[src/rtl/deser_pkg.sv]
package deser_pkg;
  parameter int unsigned DEF_WORD_W = 16;

  function automatic int unsigned cnt_width(input int unsigned w);
    return (w > 2) ? $clog2(w) : 1;
  endfunction
endpackage

[src/rtl/deser_timing.sv]
module deser_timing #(
  parameter int unsigned WORD_W = deser_pkg::DEF_WORD_W,
  localparam int unsigned CNT_W = deser_pkg::cnt_width(WORD_W)
) (
  input  logic clk_i,
  input  logic rst_ni,
  output logic load_o,
  output logic word_clk_o
);
  localparam logic [CNT_W-1:0] LAST_C = CNT_W'(WORD_W - 1);
  localparam logic [CNT_W-1:0] HALF_C = CNT_W'(WORD_W / 2);

  logic [CNT_W-1:0] cnt_q, cnt_d;
  logic             wclk_q;

  assign cnt_d = (cnt_q == LAST_C) ? '0 : cnt_q + 1'b1;

  always_ff @(negedge clk_i or negedge rst_ni) begin
    if (!rst_ni) begin
      cnt_q  <= '0;
      wclk_q <= 1'b0;
    end else begin
      cnt_q  <= cnt_d;
      wclk_q <= (cnt_d >= HALF_C);
    end
  end

  // load on the edge that leaves count 0 (input register adds one stage)
  assign load_o     = (cnt_q == '0);
  assign word_clk_o = wclk_q;

  p_cnt_wrap_r2: assert property (@(negedge clk_i) disable iff (!rst_ni)
    (cnt_q == LAST_C) |=> (cnt_q == '0));
  p_cnt_step_r2: assert property (@(negedge clk_i) disable iff (!rst_ni)
    (cnt_q != LAST_C) |=> (cnt_q == $past(cnt_q) + 1'b1));
  p_wclk_low_r3: assert property (@(negedge clk_i) disable iff (!rst_ni)
    (cnt_q < HALF_C) |-> !wclk_q);
endmodule

[src/rtl/deser_shift.sv]
module deser_shift #(
  parameter int unsigned WORD_W = deser_pkg::DEF_WORD_W
) (
  input  logic              clk_i,
  input  logic              rst_ni,
  input  logic              serial_i,
  output logic [WORD_W-1:0] next_word_o
);
  logic              din_q;
  logic [WORD_W-2:0] hist_q;

  always_ff @(negedge clk_i or negedge rst_ni) begin
    if (!rst_ni) begin
      din_q  <= 1'b0;
      hist_q <= '0;
    end else begin
      din_q  <= serial_i;
      hist_q <= {din_q, hist_q[WORD_W-2:1]};
    end
  end

  // oldest sample sits at bit 0, newest at the top
  assign next_word_o = {din_q, hist_q};

  p_shift_r5: assert property (@(negedge clk_i) disable iff (!rst_ni)
    hist_q[WORD_W-3] == $past(hist_q[WORD_W-2]));
  p_top_in_r1: assert property (@(negedge clk_i) disable iff (!rst_ni)
    hist_q[WORD_W-2] == $past(din_q));
endmodule

[src/rtl/deser_out_reg.sv]
module deser_out_reg #(
  parameter int unsigned WORD_W = deser_pkg::DEF_WORD_W
) (
  input  logic              clk_i,
  input  logic              rst_ni,
  input  logic              load_i,
  input  logic [WORD_W-1:0] word_i,
  output logic [WORD_W-1:0] word_o
);
  always_ff @(negedge clk_i or negedge rst_ni) begin
    if (!rst_ni)     word_o <= '0;
    else if (load_i) word_o <= word_i;
  end

  p_hold_r4: assert property (@(negedge clk_i) disable iff (!rst_ni)
    !load_i |=> $stable(word_o));
endmodule

[src/rtl/deser_word.sv]
module deser_word #(
  parameter int unsigned WORD_W = deser_pkg::DEF_WORD_W
) (
  input  logic              clk_i,
  input  logic              rst_ni,
  input  logic              serial_i,
  output logic [WORD_W-1:0] word_o,
  output logic              word_clk_o
);
  logic              load;
  logic [WORD_W-1:0] next_word;

  if (WORD_W < 4 || (WORD_W % 2) != 0) begin : g_bad_w
    initial $error("WORD_W must be even and at least 4");
  end

  deser_timing #(.WORD_W(WORD_W)) i_timing (
    .clk_i, .rst_ni, .load_o(load), .word_clk_o
  );

  deser_shift #(.WORD_W(WORD_W)) i_shift (
    .clk_i, .rst_ni, .serial_i, .next_word_o(next_word)
  );

  deser_out_reg #(.WORD_W(WORD_W)) i_out (
    .clk_i, .rst_ni, .load_i(load), .word_i(next_word), .word_o
  );

  p_stable_at_rise_r9: assert property (@(negedge clk_i) disable iff (!rst_ni)
    $rose(word_clk_o) |-> $stable(word_o));
  p_load_after_fall_r4: assert property (@(negedge clk_i) disable iff (!rst_ni)
    !$stable(word_o) |-> ($past(word_clk_o) == 1'b0));
endmodule

[config.mk]
export PLATFORM = sky130hd
export DESIGN_NAME = deser_word
export DESIGN_NICKNAME = d
export VERILOG_FILES = /design/src/rtl/deser_pkg.sv /design/src/rtl/deser_timing.sv /design/src/rtl/deser_shift.sv /design/src/rtl/deser_out_reg.sv /design/src/rtl/deser_word.sv
export SDC_FILE = /design/constraint.sdc
export NUM_CORES = 1
export LEC_CHECK = 0
export ABC_AREA = 1
export BUFFER_PORTS_ARGS = -buffer_cell sky130_fd_sc_hd__clkbuf_2
export CORE_UTILIZATION = 55
export DETAILED_ROUTE_END_ITERATION = 12
export MAX_ROUTING_LAYER = met4
export PLACE_DENSITY = 0.89
export SLEW_MARGIN = 20
export SYNTH_ARGS = -nofsm -noshare
export SYNTH_HDL_FRONTEND = slang
export SYNTH_SLANG_ARGS = --single-unit
[constraint.sdc]
create_clock -name clk_i -period 4 [get_ports clk_i]
set_clock_uncertainty 0.15 [all_clocks]
set_input_delay 0.4 -clock clk_i [delete_from_list [all_inputs] [get_ports clk_i]]
set_output_delay 0.4 -clock clk_i [all_outputs]
set_load 0.01 [all_outputs]
# Word-level counts from Yosys, hierarchy flattened

Cells that the tools add are included.

Register bits: 37
Bits in latches: 0
RAM bits: 0
Memory bits (read-only): 0
Logic and storage cells: 10
Memories: 0

Add/subtract/negate cells: 1
Multipliers: 0
Divide/modulo/power cells: 0
Magnitude comparators: 1
Equality and inequality tests: 1
Shift operators: 0
Mux-type cells: 1
Bitwise operators: 0
Reductions and logical operators: 1

Operators by type and width:

| kind                                                      | count |
|---|---|
| adder 4 x 1 -> 4 bit (second input constant)              | 1 |
| == test 4 bit (second input constant)                     | 1 |
| greater-or-equal comparator 4 bit (second input constant) | 1 |
| zero test 4 bit                                           | 1 |
| two-way mux 4 bit                                         | 1 |

# Longest topological paths before layout

Depth in word-level cells: 3
Mapped depth: 7
Depth with buffers taken out: 6

# Cells and area by module

A second synthesis with hierarchy kept.

Cells, all modules: 104
Area, all modules: 1239.9 um2

Modules (own cells, without submodules):

| module        | times used | cells each | area each (um2) | seq. area each (um2) |
|---|---|---|---|---|
| deser_out_reg | 1          | 68         | 644.4           | 400.4 |
| deser_shift   | 1          | 17         | 407.9           | 400.4 |
| deser_timing  | 1          | 19         | 187.7           | 100.1 |

==> flow_summary.toml <==
[power_and_ir_drop]
clkPwrFrac = 0.422
power_leakage_nw = 0.805
comb_power_share = 0.036
power-per-cell-area_nw_per_um2 = 503
power_switching_mw = 0.147
power.internal_mw = 0.596
sw_frac_of_total = 0.197
worst_ir_drop_vdd_mv = 0.319
sequential_power_share = 0.542

[synth]
synthDistinctLibCells = 12
synth_most_common_cell = "sky130_fd_sc_hd__nand2_1"
synth-edff-count = 0
synthTopCellsByCount = "sky130_fd_sc_hd__nand2_1 (38), sky130_fd_sc_hd__dfrtn_1 (37), sky130_fd_sc_hd__nand3_1 (17)"
async_set_or_reset_flop_fraction_in_the_synthesized_netlist = 1.00
synth_area_um2 = 1270
synth_top_area_frac = 0.727
synthesis.instances = 110
synth.top_cells.by_area = "sky130_fd_sc_hd__dfrtn_1 (73%), sky130_fd_sc_hd__nand2_1 (11%), sky130_fd_sc_hd__nand3_1 (6.7%)"
synth_nets = 115
ys.flop_type = "sky130_fd_sc_hd__dfrtn_1"
synthesis.area_per_instance_um2 = 11.6
yosysSeqAreaShare = 0.727
yosys_register_bits = 37
synth_top_area_cell = "sky130_fd_sc_hd__dfrtn_1"
synth_warnings = 0

[layout]
finish.utilization = 0.674
antenna_cells = 0
finished_cell_area_um2 = 1480
drive_gt1_frac = 0.218
num-nets-final = 137
synthToLayoutAreaGrowth_pct = 16.0
count_of_filler_cells_inserted_in_the_layout = 175

[setup_path]
critical-path-max-stage-delay_ns = 0.43
critPathLaunchType = "register"
crit_fanout = 2
path_buf_inv = 1
cp_num_cells = 1
timing.critical_path.max_delay_family = "flip-flops"
cpMaxStageDelayCell = "sky130_fd_sc_hd__dfrtn_1"
timing.critical_path.required_ns = 3.45
reg2reg_from = "i_timing.cnt_q[0]"
timing.critical_path.cells = "clkbuf_2"
worst-r2r-cell-count = 5
worstSetupPathType = "register to output port"
worstReg2RegEnd = "i_out.word_o[9]"
reg2reg_slack_ns = 2.23
cp-end-kind = "output port"
critPathArrivalTime_ns = 2.89

[clocking]
clock_tree_from_tritoncts = "done"
worst_setup_hold_path_clk_slew_ns = 0.07
cts_setup_buffers = 0
cts.sink_count = 37
cts-resized-gates = 0
maximum_clock_path_buffer_count = 2
cts_root_buf = "sky130_fd_sc_hd__clkbuf_4"
clock_tree.htree_level_count = 2
cts-buffers-inserted = 5
clock_latency_ns = 0.33
cts_hold_buf = 0

[global_routing]
grt_antenna_before_repair = 0
global_route.overflow_total = 0
grt_first_pass_wirelength_um = 3530
via_count_of_the_first_global_routing_pass = 820
grt_max_degree = 38
global_route.usage.total = 0.214

[floorplan]
floorplan.die_area_um2 = 2510
die_height_um = 50.1
fp-row-count = 17
design.core.area_um2 = 2190
initial_core_utilization = 0.581
dieWidth_um = 50.1
floorplan.io_pins = 20

[sta]
final_hold_viol_count = 0
setup_viol = 0
number_of_slew_limit_violations_in_the_final_report = 0
setup_repair_after_global_routing_missed_its_margin = "no"
worst-slew-pin-transition_ns = 0.849
setup_slack_ns = 0.564
timing.setup.tns_ns = 0
worst_relative_slew_slack = 0.434

[min_path]
hold_path_class = "register to register"
hold_path_end = "i_shift.hist_q[3]"
startpoint_of_the_most_critical_hold_path = "i_shift.hist_q[4]"
number_of_cells_on_the_worst_hold_path = 0

[drt]
drtPass1Iterations = 4
drtIter0Drc = 11
wl_per_cell_um = 12.4
detail-route-antenna-nets = 0
totalWireLength_um = 2000
route.detailed.vias_per_inst = 5.01
route.vias.total = 807
residual_drc_count = 0

[run]
timing.max_cap.violations = 0

[place]
buffer_ports.inserted = 19
place.gp.congestion = 0.725
dp_hpwl_um = 1310
pre_cts_ws_ns = 0.803
postPlaceCellArea_um2 = 1380

[run_status]
run_status = "finished clean"
cell families (layout without fill, tap and decap cells):
group,Yosys count,after routing,share of synthesized area
AND/OR/NAND/NOR,57,57,0.196
flip-flops,37,37,0.727
buffers and inverters,12,35,0.0462
adder cells (fa/ha/maj),2,2,0.0196
AO/OA/AOI/OAI,1,1,0.00393
XOR/XNOR,1,1,0.00688
metal layers:
layer	part of all wire	track usage	up-vias	routed length [um]
li1	-	-	386	-
met4	0.011	0.0952	0	21
met3	0.052	0.111	4	104
met2	0.48	0.311	21	953
met1	0.46	0.245	396	919
met5	0	-	-	0
worst max-delay path by stage:
stage | startpoint | endpoint
2_1_floorplan | i_out.word_o[0] | word_o[0]
3_3_place_gp | rst_ni | i_out.word_o[6]
3_5_place_dp | rst_ni | i_out.word_o[7]
4_1_cts | i_out.word_o[15] | word_o[15]
5_1_grt | i_out.word_o[15] | word_o[15]
6_report | i_out.word_o[15] | word_o[15]
registers in the layout, summed over array words and instances (netlist names):
signal               cells
i_out.word_o            16
i_timing.cnt_q           4
i_shift.hist_q          15
i_shift.din_q            1
i_timing.word_clk_o      1
cell usage in the layout, fill, tap and decap left out, types with 2 or more instances in the layout:
cell,count
sky130_fd_sc_hd__bufinv_16,2
sky130_fd_sc_hd__inv_1,8
sky130_fd_sc_hd__dfrtn_1,37
sky130_fd_sc_hd__clkbuf_4,5
sky130_fd_sc_hd__clkbuf_2,19
sky130_fd_sc_hd__nand3_1,17
sky130_fd_sc_hd__nand2_1,38
sky130_fd_sc_hd__ha_1,2
area by class of cell:
class / count / area [um^2] / share of cell area
sequential: 37 / 926 / 0.627
timing repair buffer: 19 / 95.1 / 0.0644
clock buffer: 5 / 37.5 / 0.0254
clock inverter: 3 / 65.1 / 0.0440
tap: 28 / 35.0 / 0.0237
inverter: 8 / 30.0 / 0.0203
multi-input combinational: 61 / 289 / 0.196
power by group through the flow:
| stage | Sequential [mW] | Combinational (mW) | Clock, mW |
|---|---|---|---|
| floorplan | 0.412 | 0.00591 | 0 |
| global placement | 0.408 | 0.0264 | 0 |
| detailed placement | 0.409 | 0.0278 | 0 |
| CTS | 0.402 | 0.0280 | 0.323 |
| global route | 0.404 | 0.0315 | 0.342 |
| finish | 0.402 | 0.0268 | 0.314 |
through the flow:
stage                     total power [mW]  std cells  hold slack, ns
after detailed placement             0.437        153           0.169
after global placement               0.435        153           0.169
after floorplan                      0.417        110           0.164
final                                0.743        161           0.169
after CTS                            0.754        161           0.169
after global routing                 0.778        161           0.176
Note: power is estimated with default switching activity, not from simulation.
